`config.mk`:
```
export PLATFORM = sky130hd
export DESIGN_NAME = rtc_core
export DESIGN_NICKNAME = d
export VERILOG_FILES = /design/src/rtl/rtc_pkg.sv /design/src/rtl/rtc_seq.sv /design/src/rtl/rtc_calc.sv /design/src/rtl/rtc_alarm.sv /design/src/rtl/rtc_core.sv
export SDC_FILE = /design/constraint.sdc
export NUM_CORES = 1
export LEC_CHECK = 0
export BUFFER_PORTS_ARGS = -buffer_cell sky130_fd_sc_hd__buf_4
export CAP_MARGIN = 20
export CORE_ASPECT_RATIO = 1.75
export CORE_MARGIN = 4
export CORE_UTILIZATION = 45
export CTS_CLUSTER_DIAMETER = 30
export CTS_CLUSTER_SIZE = 24
export DETAILED_ROUTE_END_ITERATION = 6
export REMOVE_ABC_BUFFERS = 1
export SKIP_CTS_REPAIR_TIMING = 1
export SLEW_MARGIN = 20
export SYNTH_ARGS = -nofsm -noshare
export SYNTH_HDL_FRONTEND = slang
export SYNTH_SLANG_ARGS = --single-unit
```
`constraint.sdc`:
```
create_clock -name clk -period 3.39 [get_ports clk]
set_input_delay 0 -clock clk [delete_from_list [all_inputs] [get_ports clk]]
set_output_delay 0 -clock clk [all_outputs]
set_load 0.005 [all_outputs]
```
`src/rtl/rtc_pkg.sv`:
```
package rtc_pkg;
  localparam int unsigned REG_SEC    = 0;
  localparam int unsigned REG_SEC_AL = 1;
  localparam int unsigned REG_MIN    = 2;
  localparam int unsigned REG_MIN_AL = 3;
  localparam int unsigned REG_HR     = 4;
  localparam int unsigned REG_HR_AL  = 5;
  localparam int unsigned REG_DOW    = 6;
  localparam int unsigned REG_DOM    = 7;
  localparam int unsigned REG_MON    = 8;
  localparam int unsigned REG_YR     = 9;
  localparam int unsigned REG_CA     = 10;
  localparam int unsigned REG_CB     = 11;
  localparam int unsigned REG_CC     = 12;
  localparam int unsigned REG_CD     = 13;
  localparam int unsigned NUM_TREG   = 10;

  localparam int unsigned B_HOLD = 7;
  localparam int unsigned B_BIN  = 2;
  localparam int unsigned B_H24  = 1;

  typedef struct packed {
    logic [6:0] sec;
    logic [6:0] min;
    logic [6:0] hr;
    logic [6:0] dow;
    logic [6:0] dom;
    logic [6:0] mon;
    logic [6:0] yr;
  } cal_t;

  function automatic logic [6:0] dec_val(input logic [7:0] raw, input logic bcd);
    logic [6:0] tens;
    logic [6:0] ones;
    tens = {3'b000, raw[7:4]};
    ones = {3'b000, raw[3:0]};
    if (bcd) return 7'(tens * 7'd10) + ones;
    else     return raw[6:0];
  endfunction

  function automatic logic [7:0] enc_val(input logic [6:0] v, input logic bcd);
    logic [6:0] t;
    logic [6:0] o;
    t = v / 7'd10;
    o = v % 7'd10;
    if (bcd) return {t[3:0], o[3:0]};
    else     return {1'b0, v};
  endfunction

  function automatic logic [6:0] month_len(input logic [6:0] mon, input logic [6:0] yr);
    case (mon)
      7'd2:                    return (yr[1:0] == 2'b00) ? 7'd29 : 7'd28;
      7'd4, 7'd6, 7'd9, 7'd11: return 7'd30;
      default:                 return 7'd31;
    endcase
  endfunction

  function automatic logic is_alarm_idx(input logic [3:0] a);
    return (a == 4'(REG_SEC_AL)) || (a == 4'(REG_MIN_AL)) || (a == 4'(REG_HR_AL));
  endfunction
endpackage

```
`src/rtl/rtc_seq.sv`:
```
module rtc_seq #(
  parameter int unsigned LEAD_CYC = 4,
  parameter int unsigned HOLD_CYC = 3
) (
  input  logic clk,
  input  logic rst_n,
  input  logic tick,
  input  logic inhibit,
  output logic uip,
  output logic do_upd
);
  localparam int unsigned TOTAL = LEAD_CYC + HOLD_CYC;
  localparam int unsigned CNT_W = $clog2(TOTAL + 1);
  localparam logic [CNT_W-1:0] CNT_LOAD = CNT_W'(TOTAL);
  localparam logic [CNT_W-1:0] CNT_UPD  = CNT_W'(HOLD_CYC + 1);

  logic [CNT_W-1:0] cnt_q;
  logic [CNT_W-1:0] cnt_d;

  always_comb begin
    cnt_d = cnt_q;
    if (inhibit)              cnt_d = '0;
    else if (cnt_q != '0)     cnt_d = cnt_q - CNT_W'(1);
    else if (tick)            cnt_d = CNT_LOAD;
  end

  always_ff @(posedge clk or negedge rst_n) begin
    if (!rst_n) cnt_q <= '0;
    else        cnt_q <= cnt_d;
  end

  assign uip    = (cnt_q != '0);
  assign do_upd = (cnt_q == CNT_UPD) && !inhibit;

  AST_UPD_SINGLE: assert property (@(posedge clk) disable iff (!rst_n)
    do_upd |=> !do_upd);
  AST_TICK_OPENS: assert property (@(posedge clk) disable iff (!rst_n)
    (!uip && tick && !inhibit) |=> uip);
  AST_HELD_IDLE: assert property (@(posedge clk) disable iff (!rst_n)
    inhibit |=> !uip);

  if (LEAD_CYC >= 2) begin : g_lead
    AST_LEAD_UIP: assert property (@(posedge clk) disable iff (!rst_n)
      do_upd |-> $past(uip));
  end
endmodule

```
`src/rtl/rtc_calc.sv`:
```
module rtc_calc
  import rtc_pkg::*;
(
  input  cal_t cur,
  output cal_t nxt
);
  logic       c_min;
  logic       c_hr;
  logic       c_day;
  logic       c_mon;
  logic [6:0] dim;

  always_comb begin
    nxt   = cur;
    dim   = month_len(cur.mon, cur.yr);
    c_min = (cur.sec >= 7'd59);
    c_hr  = c_min && (cur.min >= 7'd59);
    c_day = c_hr && (cur.hr >= 7'd23);
    c_mon = c_day && (cur.dom >= dim);

    nxt.sec = c_min ? 7'd0 : cur.sec + 7'd1;
    if (c_min) nxt.min = (cur.min >= 7'd59) ? 7'd0 : cur.min + 7'd1;
    if (c_hr)  nxt.hr  = (cur.hr  >= 7'd23) ? 7'd0 : cur.hr  + 7'd1;
    if (c_day) begin
      nxt.dom = (cur.dom >= dim)   ? 7'd1 : cur.dom + 7'd1;
      nxt.dow = (cur.dow >= 7'd7)  ? 7'd1 : cur.dow + 7'd1;
    end
    if (c_mon) begin
      nxt.mon = (cur.mon >= 7'd12) ? 7'd1 : cur.mon + 7'd1;
      if (cur.mon >= 7'd12) nxt.yr = (cur.yr >= 7'd99) ? 7'd0 : cur.yr + 7'd1;
    end
  end
endmodule

```
`src/rtl/rtc_alarm.sv`:
```
module rtc_alarm #(
  parameter int unsigned NFIELD = 3
) (
  input  logic [NFIELD*8-1:0] now_v,
  input  logic [NFIELD*8-1:0] alm_v,
  output logic                hit
);
  logic [NFIELD-1:0] fld;

  for (genvar i = 0; i < NFIELD; i++) begin : g_fld
    assign fld[i] = (alm_v[i*8+7 -: 2] == 2'b11) || (alm_v[i*8 +: 8] == now_v[i*8 +: 8]);
  end

  assign hit = &fld;
endmodule

```
`src/rtl/rtc_core.sv`:
```
module rtc_core
  import rtc_pkg::*;
#(
  parameter int unsigned LEAD_CYC = 4,
  parameter int unsigned HOLD_CYC = 3
) (
  input  logic       clk,
  input  logic       rst_n,
  input  logic       sec_tick,
  input  logic       wr_en,
  input  logic [3:0] addr,
  input  logic [7:0] wdata,
  output logic [7:0] rdata,
  output logic       alarm_evt
);
  localparam int unsigned N_ALM = 3;

  // reset: asserted asynchronously, released on the clock
  logic [1:0] rst_pipe;
  logic       rst_int_n;

  always_ff @(posedge clk or negedge rst_n) begin
    if (!rst_n) rst_pipe <= '0;
    else        rst_pipe <= {rst_pipe[0], 1'b1};
  end
  assign rst_int_n = rst_pipe[1];

  logic [7:0] tr_q [NUM_TREG];
  logic [7:0] tr_d [NUM_TREG];
  logic [6:0] ctla_q, ctla_d;
  logic [7:0] ctlb_q, ctlb_d;
  logic       alarm_q;

  logic bcd, h24, hold;
  assign bcd  = !ctlb_q[B_BIN];
  assign h24  = ctlb_q[B_H24];
  assign hold = ctlb_q[B_HOLD];

  logic uip, upd;
  rtc_seq #(.LEAD_CYC(LEAD_CYC), .HOLD_CYC(HOLD_CYC)) u_seq (
    .clk     (clk),
    .rst_n   (rst_int_n),
    .tick    (sec_tick),
    .inhibit (hold),
    .uip     (uip),
    .do_upd  (upd)
  );

  // decode stored bytes to binary 24-hour form
  cal_t       cur, nxt;
  logic [6:0] hr_low, hr_base;

  always_comb begin
    hr_low   = dec_val({1'b0, tr_q[REG_HR][6:0]}, bcd);
    hr_base  = (hr_low == 7'd12) ? 7'd0 : hr_low;
    cur.sec  = dec_val(tr_q[REG_SEC], bcd);
    cur.min  = dec_val(tr_q[REG_MIN], bcd);
    cur.hr   = h24 ? dec_val(tr_q[REG_HR], bcd)
                   : (tr_q[REG_HR][7] ? hr_base + 7'd12 : hr_base);
    cur.dow  = dec_val(tr_q[REG_DOW], bcd);
    cur.dom  = dec_val(tr_q[REG_DOM], bcd);
    cur.mon  = dec_val(tr_q[REG_MON], bcd);
    cur.yr   = dec_val(tr_q[REG_YR], bcd);
  end

  rtc_calc u_calc (
    .cur (cur),
    .nxt (nxt)
  );

  // encode the advanced time back into the selected format
  logic       pm;
  logic [6:0] h12;
  logic [7:0] h12_enc;
  logic [7:0] hr_enc;

  always_comb begin
    pm      = (nxt.hr >= 7'd12);
    h12     = pm ? nxt.hr - 7'd12 : nxt.hr;
    if (h12 == 7'd0) h12 = 7'd12;
    h12_enc = enc_val(h12, bcd);
    hr_enc  = h24 ? enc_val(nxt.hr, bcd) : {pm, h12_enc[6:0]};
  end

  logic alm_hit;
  rtc_alarm #(.NFIELD(N_ALM)) u_alarm (
    .now_v ({hr_enc, enc_val(nxt.min, bcd), enc_val(nxt.sec, bcd)}),
    .alm_v ({tr_q[REG_HR_AL], tr_q[REG_MIN_AL], tr_q[REG_SEC_AL]}),
    .hit   (alm_hit)
  );

  // next state of the register file
  always_comb begin
    tr_d   = tr_q;
    ctla_d = ctla_q;
    ctlb_d = ctlb_q;
    if (upd) begin
      tr_d[REG_SEC] = enc_val(nxt.sec, bcd);
      tr_d[REG_MIN] = enc_val(nxt.min, bcd);
      tr_d[REG_HR]  = hr_enc;
      tr_d[REG_DOW] = enc_val(nxt.dow, bcd);
      tr_d[REG_DOM] = enc_val(nxt.dom, bcd);
      tr_d[REG_MON] = enc_val(nxt.mon, bcd);
      tr_d[REG_YR]  = enc_val(nxt.yr, bcd);
    end
    if (wr_en) begin
      if (addr < 4'(NUM_TREG)) begin
        if (is_alarm_idx(addr) || hold) tr_d[addr] = wdata;
      end else if (addr == 4'(REG_CA)) begin
        ctla_d = wdata[6:0];
      end else if (addr == 4'(REG_CB)) begin
        ctlb_d = wdata;
      end
    end
  end

  always_ff @(posedge clk or negedge rst_int_n) begin
    if (!rst_int_n) begin
      for (int i = 0; i < NUM_TREG; i++) tr_q[i] <= '0;
      tr_q[REG_DOW] <= 8'h01;
      tr_q[REG_DOM] <= 8'h01;
      tr_q[REG_MON] <= 8'h01;
      ctla_q  <= '0;
      ctlb_q  <= 8'h02;
      alarm_q <= 1'b0;
    end else begin
      tr_q    <= tr_d;
      ctla_q  <= ctla_d;
      ctlb_q  <= ctlb_d;
      alarm_q <= upd && alm_hit;
    end
  end

  // read path
  always_comb begin
    rdata = '0;
    if (addr < 4'(NUM_TREG)) begin
      rdata = tr_q[addr];
    end else begin
      case (addr)
        4'(REG_CA): rdata = {uip, ctla_q};
        4'(REG_CB): rdata = ctlb_q;
        4'(REG_CC): rdata = 8'h00;
        4'(REG_CD): rdata = 8'h80;
        default:    rdata = 8'h00;
      endcase
    end
  end

  assign alarm_evt = alarm_q;

  AST_SET_FREEZE: assert property (@(posedge clk) disable iff (!rst_int_n)
    (hold && !wr_en) |=> $stable(tr_q[REG_SEC]));
  AST_ALARM_AFTER_UPD: assert property (@(posedge clk) disable iff (!rst_int_n)
    alarm_evt |-> $past(upd));
  AST_ALARM_PULSE: assert property (@(posedge clk) disable iff (!rst_int_n)
    alarm_evt |=> !alarm_evt);
endmodule

```
==> report_table.html, run 1 <==
<table>
<tr><th>Metric</th><th>Value</th></tr>
<tr><th colspan="2">Outcome</th></tr>
<tr><td>Outcome</td><td>finished with violations</td></tr>
<tr><td>Failing checks</td><td>DRC, setup timing</td></tr>
<tr><th colspan="2">Finish</th></tr>
<tr><td>Layout fillers</td><td>2493</td></tr>
<tr><td>Fraction of layout cells with a size suffix above 1</td><td>a little over two fifths</td></tr>
<tr><td>Seq. cell area</td><td>0.00254 mm2</td></tr>
<tr><td>Cell Count, Final, Fillers Out</td><td>2512</td></tr>
<tr><td>Net total in the final layout</td><td>2236</td></tr>
<tr><td>Multi-input gate area</td><td>0.0110 mm2</td></tr>
<tr><td>Antenna fix cells</td><td>0</td></tr>
<tr><td>Layout overhead on the synthesized area</td><td>44.1%</td></tr>
<tr><th colspan="2">Clock network</th></tr>
<tr><td>CTS Sinks</td><td>101</td></tr>
<tr><td># H-tree levels</td><td>3</td></tr>
<tr><td>Root buffer selected by CTS</td><td>clkbuf_16</td></tr>
<tr><td>Number of clock buffers inserted by TritonCTS</td><td>9</td></tr>
<tr><td>Insertion delay to the later sink of the worst-skew pair</td><td>0.34 ns</td></tr>
<tr><td>Maximum clock path buffer count</td><td>2</td></tr>
<tr><td>Clock transition at the registers of the reported paths</td><td>0.07 ns</td></tr>
<tr><td>Clock tree from TritonCTS</td><td>built</td></tr>
<tr><th colspan="2">STA</th></tr>
<tr><td>Worst clock skew</td><td>0.00747 ns</td></tr>
<tr><td>Unrepaired setup endpoints after global routing</td><td>yes</td></tr>
<tr><td>Final slew viol count</td><td>0</td></tr>
<tr><td>Max Freq</td><td>0.130 GHz</td></tr>
<tr><td>Final period utilization</td><td>228%</td></tr>
<tr><td>Min setup slack post-route</td><td>-4.33 ns</td></tr>
<tr><td>Worst Max-Slew Pin Slew</td><td>0.719 ns</td></tr>
<tr><td>Number of setup violations in the final report</td><td>55</td></tr>
<tr><td>Final Hold Fails</td><td>0</td></tr>
<tr><td>Post-route minimum period</td><td>7.72 ns</td></tr>
<tr><td>Relative slew slack</td><td>52.0%</td></tr>
<tr><th colspan="2">Critical path</th></tr>
<tr><td>Top cell by count, worst path</td><td>ha_4</td></tr>
<tr><td>Crit. Startpoint</td><td>tr_q[44]</td></tr>
<tr><td>Element type at the critical path end</td><td>flip-flop</td></tr>
<tr><td>Cell with the largest stage delay on the worst path</td><td>mux4_2</td></tr>
<tr><td>Start-to-end type of the worst setup path</td><td>flip-flop to flip-flop</td></tr>
<tr><td>Worst EP arrival</td><td>7.96 ns</td></tr>
<tr><td>Maximum single-stage delay on the critical path</td><td>0.55 ns</td></tr>
<tr><td>Type of element launching the critical path</td><td>flip-flop</td></tr>
<tr><td>Required time at the endpoint of the critical path</td><td>3.64 ns</td></tr>
<tr><td>Peak fanout along the critical path</td><td>4</td></tr>
<tr><td>Startpoint of the lowest-slack register-to-register path</td><td>tr_q[44]</td></tr>
<tr><th colspan="2">Placement</th></tr>
<tr><td>Pre-CTS setup slack</td><td>-4.93 ns</td></tr>
<tr><td>Post-placement cell count</td><td>2465</td></tr>
<tr><td>Port buffer count</td><td>24</td></tr>
<tr><td>Routability cong.</td><td>0.949</td></tr>
<tr><td>Detailed placer's ending HPWL</td><td>39.8 mm</td></tr>
<tr><th colspan="2">Logic synthesis</th></tr>
<tr><td>Register area share after synthesis</td><td>19.2%</td></tr>
<tr><td>Number of instances in the synthesized netlist</td><td>around 1600</td></tr>
<tr><td>Cell type with the highest aggregate area in the netlist</td><td>dfrtp_1</td></tr>
<tr><td>Main flop type after synthesis</td><td>dfrtp_1</td></tr>
<tr><td>#FFs+latches synth</td><td>101</td></tr>
<tr><td>Syn Std Cell Area</td><td>0.0132 mm2</td></tr>
<tr><td>Dominant cell by count in the synthesized netlist</td><td>nand2_1</td></tr>
<tr><td>Top cells by count, synth</td><td>nand2_1 (165), nor2_1 (157), a21oi_1 (127)</td></tr>
<tr><td>Top cells by area, synth</td><td>dfrtp_1 (18%), ha_1 (7.3%), mux2_2 (4.9%), a21oi_1 (4.8%), nand2_1 (4.7%)</td></tr>
<tr><td>Area share of the largest cell type after synthesis</td><td>18.4%</td></tr>
<tr><td>Synthesized area per cell</td><td>around 8.1 um2</td></tr>
<tr><td>Yosys cell types</td><td>122</td></tr>
<tr><td>Async set-reset flop share out of synthesis</td><td>100%</td></tr>
<tr><td>Count of synthesis-stage warnings from yosys</td><td>0</td></tr>
<tr><td>Number of flops mapped to enable cells by yosys</td><td>0</td></tr>
<tr><th colspan="2">Global routing</th></tr>
<tr><td>Largest net degree at the start of global routing</td><td>53</td></tr>
<tr><td>Vias in the first global route</td><td>15077</td></tr>
<tr><td>Total routing resource utilization after global routing</td><td>29.9%</td></tr>
<tr><td>Wire length of the first global-routing pass</td><td>about 77 mm</td></tr>
<tr><td>Aggregate global routing overflow</td><td>0</td></tr>
<tr><td>Initial antenna violation count</td><td>0</td></tr>
<tr><th colspan="2">Drt</th></tr>
<tr><td>First-pass iteration count of the detailed router</td><td>7</td></tr>
<tr><td>Violation count after the first detailed-route iteration</td><td>819</td></tr>
<tr><td>Total Routed Length</td><td>~51 mm</td></tr>
<tr><td>Total number of vias</td><td>15135</td></tr>
<tr><td>Antenna violation net count after detailed routing</td><td>0</td></tr>
<tr><td>Ratio of routed vias to standard cells</td><td>6.03</td></tr>
<tr><td>Wire length per cell</td><td>20.3 um</td></tr>
<tr><td>Residual DRC</td><td>2</td></tr>
<tr><th colspan="2">Job</th></tr>
<tr><td>Number of violations of the max-capacitance limit</td><td>0</td></tr>
<tr><th colspan="2">Floorplanning</th></tr>
<tr><td>Standard-cell rows</td><td>82</td></tr>
<tr><td>Area of the die</td><td>0.0323 mm2</td></tr>
<tr><td>Core Area</td><td>0.0288 mm2</td></tr>
<tr><td>Number of top-level pins</td><td>25</td></tr>
<tr><td>Die Wd</td><td>137 um</td></tr>
<tr><td>Y dimension of the die</td><td>235 um</td></tr>
<tr><td>Starting density of the core</td><td>45.8%</td></tr>
<tr><th colspan="2">Hold path</th></tr>
<tr><td>Startpoint of the tightest hold check path</td><td>wdata[2]</td></tr>
<tr><td>Kind of path behind the tightest hold check</td><td>primary input to flip-flop</td></tr>
</table>
==> kinds of logic (layout without fill, tap and decap cells) <==
group	count (synthesis)	in the layout	share of synthesized area [%]
and+or+nand+nor	554	554	20.5
AOI/OAI and AO/OA	527	527	28.3
buffers and inverters	140	647	4.32
muxes	127	127	12.5
DFF	101	101	19.2
adders and majority gates	96	96	9.81
xor gates and xnor gates	81	81	5.37
other	1	1	0.0284
==> placed cells by master (no fill, tap or decap), types with 11 or more instances in the layout <==
cell      instances
xnor2_1          41
a211oi_2         18
ha_1             64
fa_1             12
nand2_1         157
a31oi_1          22
a22oi_1          11
o21ai_1          20
and2_1           13
nor2b_1          17
buf_4           554
o21ai_0          88
buf_6            15
inv_1            47
a21oi_1         111
nor3b_1          13
dfrtp_1          95
nand2b_1         15
a21o_1           24
a21oi_2          20
nor3_1           30
o211ai_1         27
nor2_1          146
mux4_2           24
nand3_1          42
mux2_2           52
mux2i_1          37
xor2_1           34
==> layout make-up <==
type	count	share of cell area [%]
Multi-Input combinational cell	1386	58.0
Sequential cell	101	13.3
Timing Repair Buffer	577	23.5
Inverter	54	1.08
Tap cell	378	2.49
Clock buffer	12	1.24
Clock inverter	4	0.388
==> stage by stage <==
stage / TNS (ns) / hold WS (ns) / util, % / instance area, um2
5_1_grt: -146.08 / 0.00725 / 66.0 / 19000
3_3_place_gp: -136.00 / -0.218 / 60.5 / 17400
3_5_place_dp: -142.01 / -0.214 / 60.5 / 17400
6_report: -131.74 / 0.0128 / 66.0 / 19000
2_1_floorplan: -227.50 / -0.296 / - / 12800
4_1_cts: -143.92 / -0.579 / 61.6 / 17800
==> path summary, 6_finish.rpt <==
path / endpoint / slack (ns) / cells past startpoint
max: alarm_evt / -4.33 / 35
min: tr_q[18] / 0.01 / 3
max reg2reg: alarm_evt / -4.33 / 35
min reg2reg: u_seq.cnt_q[1] / 0.29 / 0
max in group asynchronous: tr_q[8] / 2.25 / 1
min in group asynchronous: u_seq.cnt_q[1] / 0.29 / 0
==> routing by layer <==
metal	vias to the layer above	global-route usage [%]	part of all wire (%)
li1	7089	-	-
met4	0	20.8	8.2
met1	7330	30.3	34
met5	-	0	0
met2	510	55.8	54
met3	206	2.59	4.0
==> worst max-delay path: cells and delay by family, from the launching register on <==
kind / cells / cell delay (ns)
flip-flops: 1 / 0.41
XOR/XNOR: 2 / 0.40
buffers and inverters: 4 / 0.45
adder cells (fa/ha/maj): 6 / 1.45
multiplexers: 2 / 0.85
AND/OR/NAND/NOR: 9 / 1.64
AO/OA/AOI/OAI: 12 / 2.40
Power of run 1 is left out: the tool's default activity adds up to more than one toggle a clock period on the data nets, which glitch-free logic cannot reach.
==> run 2: changes to the inputs <==
==> constraint.sdc (replaced) <==
create_clock -name clk -period 8.54 [get_ports clk]
set_input_delay 0 -clock clk [delete_from_list [all_inputs] [get_ports clk]]
set_output_delay 0 -clock clk [all_outputs]
set_load 0.005 [all_outputs]
==> run 2 against run 1 <==
The flow finishes with violations (hold timing). Die area unchanged. Maximum frequency down 5.7%. Setup slack better by 4.7 ns. Non-clock buffer count down 478. Final area down 24%. Critical path depth down 1. Worst hold slack worse by 0.020 ns. Flip-flop and latch count unchanged.
==> report_table.html, run 2 (same netlist as run 1, synthesis figures left out) <==
<table>
<tr><th>Metric</th><th>Value</th></tr>
<tr><th colspan="2">Finish</th></tr>
<tr><td>Most common cell after layout, fill and taps aside</td><td>nand2_1</td></tr>
<tr><td>Layout overhead on the synthesized area</td><td>9.47%</td></tr>
<tr><td>Cell Count, Final, Fillers Out</td><td>slightly above 2000</td></tr>
<tr><td>Antenna fix cells</td><td>0</td></tr>
<tr><td>Final design area excluding fillers</td><td>0.0145 mm2</td></tr>
<tr><td>Most frequent cells in the layout</td><td>nand2_1 (164), nor2_1 (155), a21oi_1 (127), o21ai_0 (103), buf_4 (96)</td></tr>
<tr><td>Layout fillers</td><td>2800</td></tr>
<tr><td>Net total in the final layout</td><td>about 1800</td></tr>
<tr><td>Fraction of layout cells with a size suffix above 1</td><td>17.6%</td></tr>
<tr><th colspan="2">Outcome</th></tr>
<tr><td>Outcome</td><td>finished with violations</td></tr>
<tr><td>Failing checks</td><td>hold timing</td></tr>
<tr><th colspan="2">Critical path</th></tr>
<tr><td>Top cell by count, worst path</td><td>ha_2</td></tr>
<tr><td>Required time at the endpoint of the critical path</td><td>8.80 ns</td></tr>
<tr><td>Element type at the critical path end</td><td>flip-flop</td></tr>
<tr><td>Reg-to-reg slack, setup</td><td>0.35 ns</td></tr>
<tr><td>Depth of the worst register-to-register path</td><td>34</td></tr>
<tr><td>Worst R2R End</td><td>alarm_evt</td></tr>
<tr><td>Startpoint of the lowest-slack register-to-register path</td><td>tr_q[44]</td></tr>
<tr><td>Worst EP arrival</td><td>~8.5 ns</td></tr>
<tr><td>Type of element launching the critical path</td><td>flip-flop</td></tr>
<tr><td>Cell with the largest stage delay on the worst path</td><td>or4_4</td></tr>
<tr><td>Maximum single-stage delay on the critical path</td><td>0.55 ns</td></tr>
<tr><td>Peak fanout along the critical path</td><td>6</td></tr>
<tr><td>Start-to-end type of the worst setup path</td><td>flip-flop to flip-flop</td></tr>
<tr><th colspan="2">Hold path</th></tr>
<tr><td>Startpoint of the tightest hold check path</td><td>wdata[2]</td></tr>
<tr><td>Worst Hold Path EP</td><td>tr_q[58]</td></tr>
<tr><td>Hold Path Stages</td><td>3</td></tr>
<tr><td>Kind of path behind the tightest hold check</td><td>primary input to flip-flop</td></tr>
<tr><th colspan="2">STA</th></tr>
<tr><td>Final period utilization</td><td>95.9%</td></tr>
<tr><td>Final slew viol count</td><td>0</td></tr>
<tr><td>Relative slew slack</td><td>41.7%</td></tr>
<tr><td>Max Freq</td><td>roughly 0.12 GHz</td></tr>
<tr><td>Tightest hold margin</td><td>-0.00677 ns</td></tr>
<tr><td>Worst Max-Slew Pin Slew</td><td>~0.87 ns</td></tr>
<tr><td>Final Hold Fails</td><td>2</td></tr>
<tr><td>Number of setup violations in the final report</td><td>0</td></tr>
<tr><td>Worst clock skew</td><td>~0.0089 ns</td></tr>
<tr><td>Post-route minimum period</td><td>approximately 8.2 ns</td></tr>
<tr><th colspan="2">Clock network</th></tr>
<tr><td>CTS Sinks</td><td>about 100</td></tr>
<tr><td>Insertion delay to the later sink of the worst-skew pair</td><td>0.35 ns</td></tr>
<tr><td>Maximum clock path buffer count</td><td>2</td></tr>
<tr><td># H-tree levels</td><td>3</td></tr>
<tr><td>Root buffer selected by CTS</td><td>clkbuf_16</td></tr>
<tr><td>Number of clock buffers inserted by TritonCTS</td><td>9</td></tr>
<tr><td>Clock tree from TritonCTS</td><td>built</td></tr>
<tr><td>Clock transition at the registers of the reported paths</td><td>~0.07 ns</td></tr>
<tr><th colspan="2">Floorplanning</th></tr>
<tr><td>Die Wd</td><td>roughly 140 um</td></tr>
<tr><td>Area of the die</td><td>approximately 0.032 mm2</td></tr>
<tr><td>Number of top-level pins</td><td>25</td></tr>
<tr><td>Core Area</td><td>between 0.02 and 0.03 mm2</td></tr>
<tr><td>Starting density of the core</td><td>45.8%</td></tr>
<tr><td>Y dimension of the die</td><td>between 200 and 250 um</td></tr>
<tr><td>Standard-cell rows</td><td>a little over 80</td></tr>
<tr><th colspan="2">Global routing</th></tr>
<tr><td>Wire length of the first global-routing pass</td><td>69.9 mm</td></tr>
<tr><td>Initial antenna violation count</td><td>0</td></tr>
<tr><td>Aggregate global routing overflow</td><td>0</td></tr>
<tr><td>Total routing resource utilization after global routing</td><td>27.2%</td></tr>
<tr><td>Vias in the first global route</td><td>12930</td></tr>
<tr><td>Largest net degree at the start of global routing</td><td>between 70 and 80</td></tr>
<tr><th colspan="2">Drt</th></tr>
<tr><td>Total Routed Length</td><td>44.3 mm</td></tr>
<tr><td>Total number of vias</td><td>13112</td></tr>
<tr><td>Residual DRC</td><td>0</td></tr>
<tr><td>Antenna violation net count after detailed routing</td><td>0</td></tr>
<tr><td>First-pass iteration count of the detailed router</td><td>5</td></tr>
<tr><td>Violation count after the first detailed-route iteration</td><td>between 900 and 1000</td></tr>
<tr><td>Ratio of routed vias to standard cells</td><td>6.45</td></tr>
<tr><td>Wire length per cell</td><td>21.8 um</td></tr>
<tr><th colspan="2">Placement</th></tr>
<tr><td>Port buffer count</td><td>24</td></tr>
<tr><td>Placement-stage cell area</td><td>0.0140 mm2</td></tr>
<tr><td>Detailed placer's ending HPWL</td><td>34.3 mm</td></tr>
<tr><td>Post-placement cell count</td><td>2005</td></tr>
<tr><td>Routability cong.</td><td>0.925</td></tr>
<tr><th colspan="2">Job</th></tr>
<tr><td>Number of violations of the max-capacitance limit</td><td>0</td></tr>
</table>
==> run 2: worst max path at each step <==
stage              start        end  slack (ns)
6_report        tr_q[44]  alarm_evt        0.35
5_1_grt         tr_q[44]  alarm_evt       -0.04
4_1_cts         tr_q[44]  alarm_evt        -0.1
3_5_place_dp    tr_q[44]  alarm_evt       -0.05
3_3_place_gp    tr_q[44]  alarm_evt        0.19
2_1_floorplan  ctlb_q[2]  alarm_evt       -2.24
==> run 2: layout make-up <==
cell class              count  area [um2]  share of cell area (%)
well taps                 378         473                    3.27
clock buffers              12         246                    1.71
repair buffers             99         752                    5.20
clock inverters             3        46.3                   0.320
flip-flops and latches    101        2540                    17.6
inverters                  54         203                    1.40
multi-input cells        1386       10200                    70.5
==> run 2: worst max-delay path, delay by kind of cell, from the launching register on <==
kind / cells / cell delay (ns)
AND/OR/NAND/NOR: 11 / 2.16
buffers and inverters: 3 / 0.34
multiplexers: 3 / 0.92
adder cells (fa/ha/maj): 6 / 1.65
flip-flops: 1 / 0.42
AO/OA/AOI/OAI: 9 / 2.27
XOR/XNOR: 2 / 0.33
==> run 2: through the flow <==
step / util (%) / TNS, ns / setup WS (ns)
after floorplan: - / -12.29 / -2.24
after global placement: 48.4 / 0 / 0.186
after detailed placement: 48.4 / -0.0466 / -0.0466
after CTS: 49.5 / -0.0959 / -0.0959
after global routing: 50.1 / -0.0396 / -0.0396
final: 50.1 / 0 / 0.352
==> run 2: routing by layer <==
| metal | track usage, % | up-vias | routed length [um] |
|---|---|---|---|
| met5 | 0 | - | 0 |
| met4 | 16.0 | 0 | 2780 |
| met3 | 1.71 | 142 | 1340 |
| met2 | 49.3 | 426 | 23500 |
| met1 | 30.6 | 6422 | 16700 |
| li1 | - | 6122 | - |
Power of run 2 is left out for the same reason.
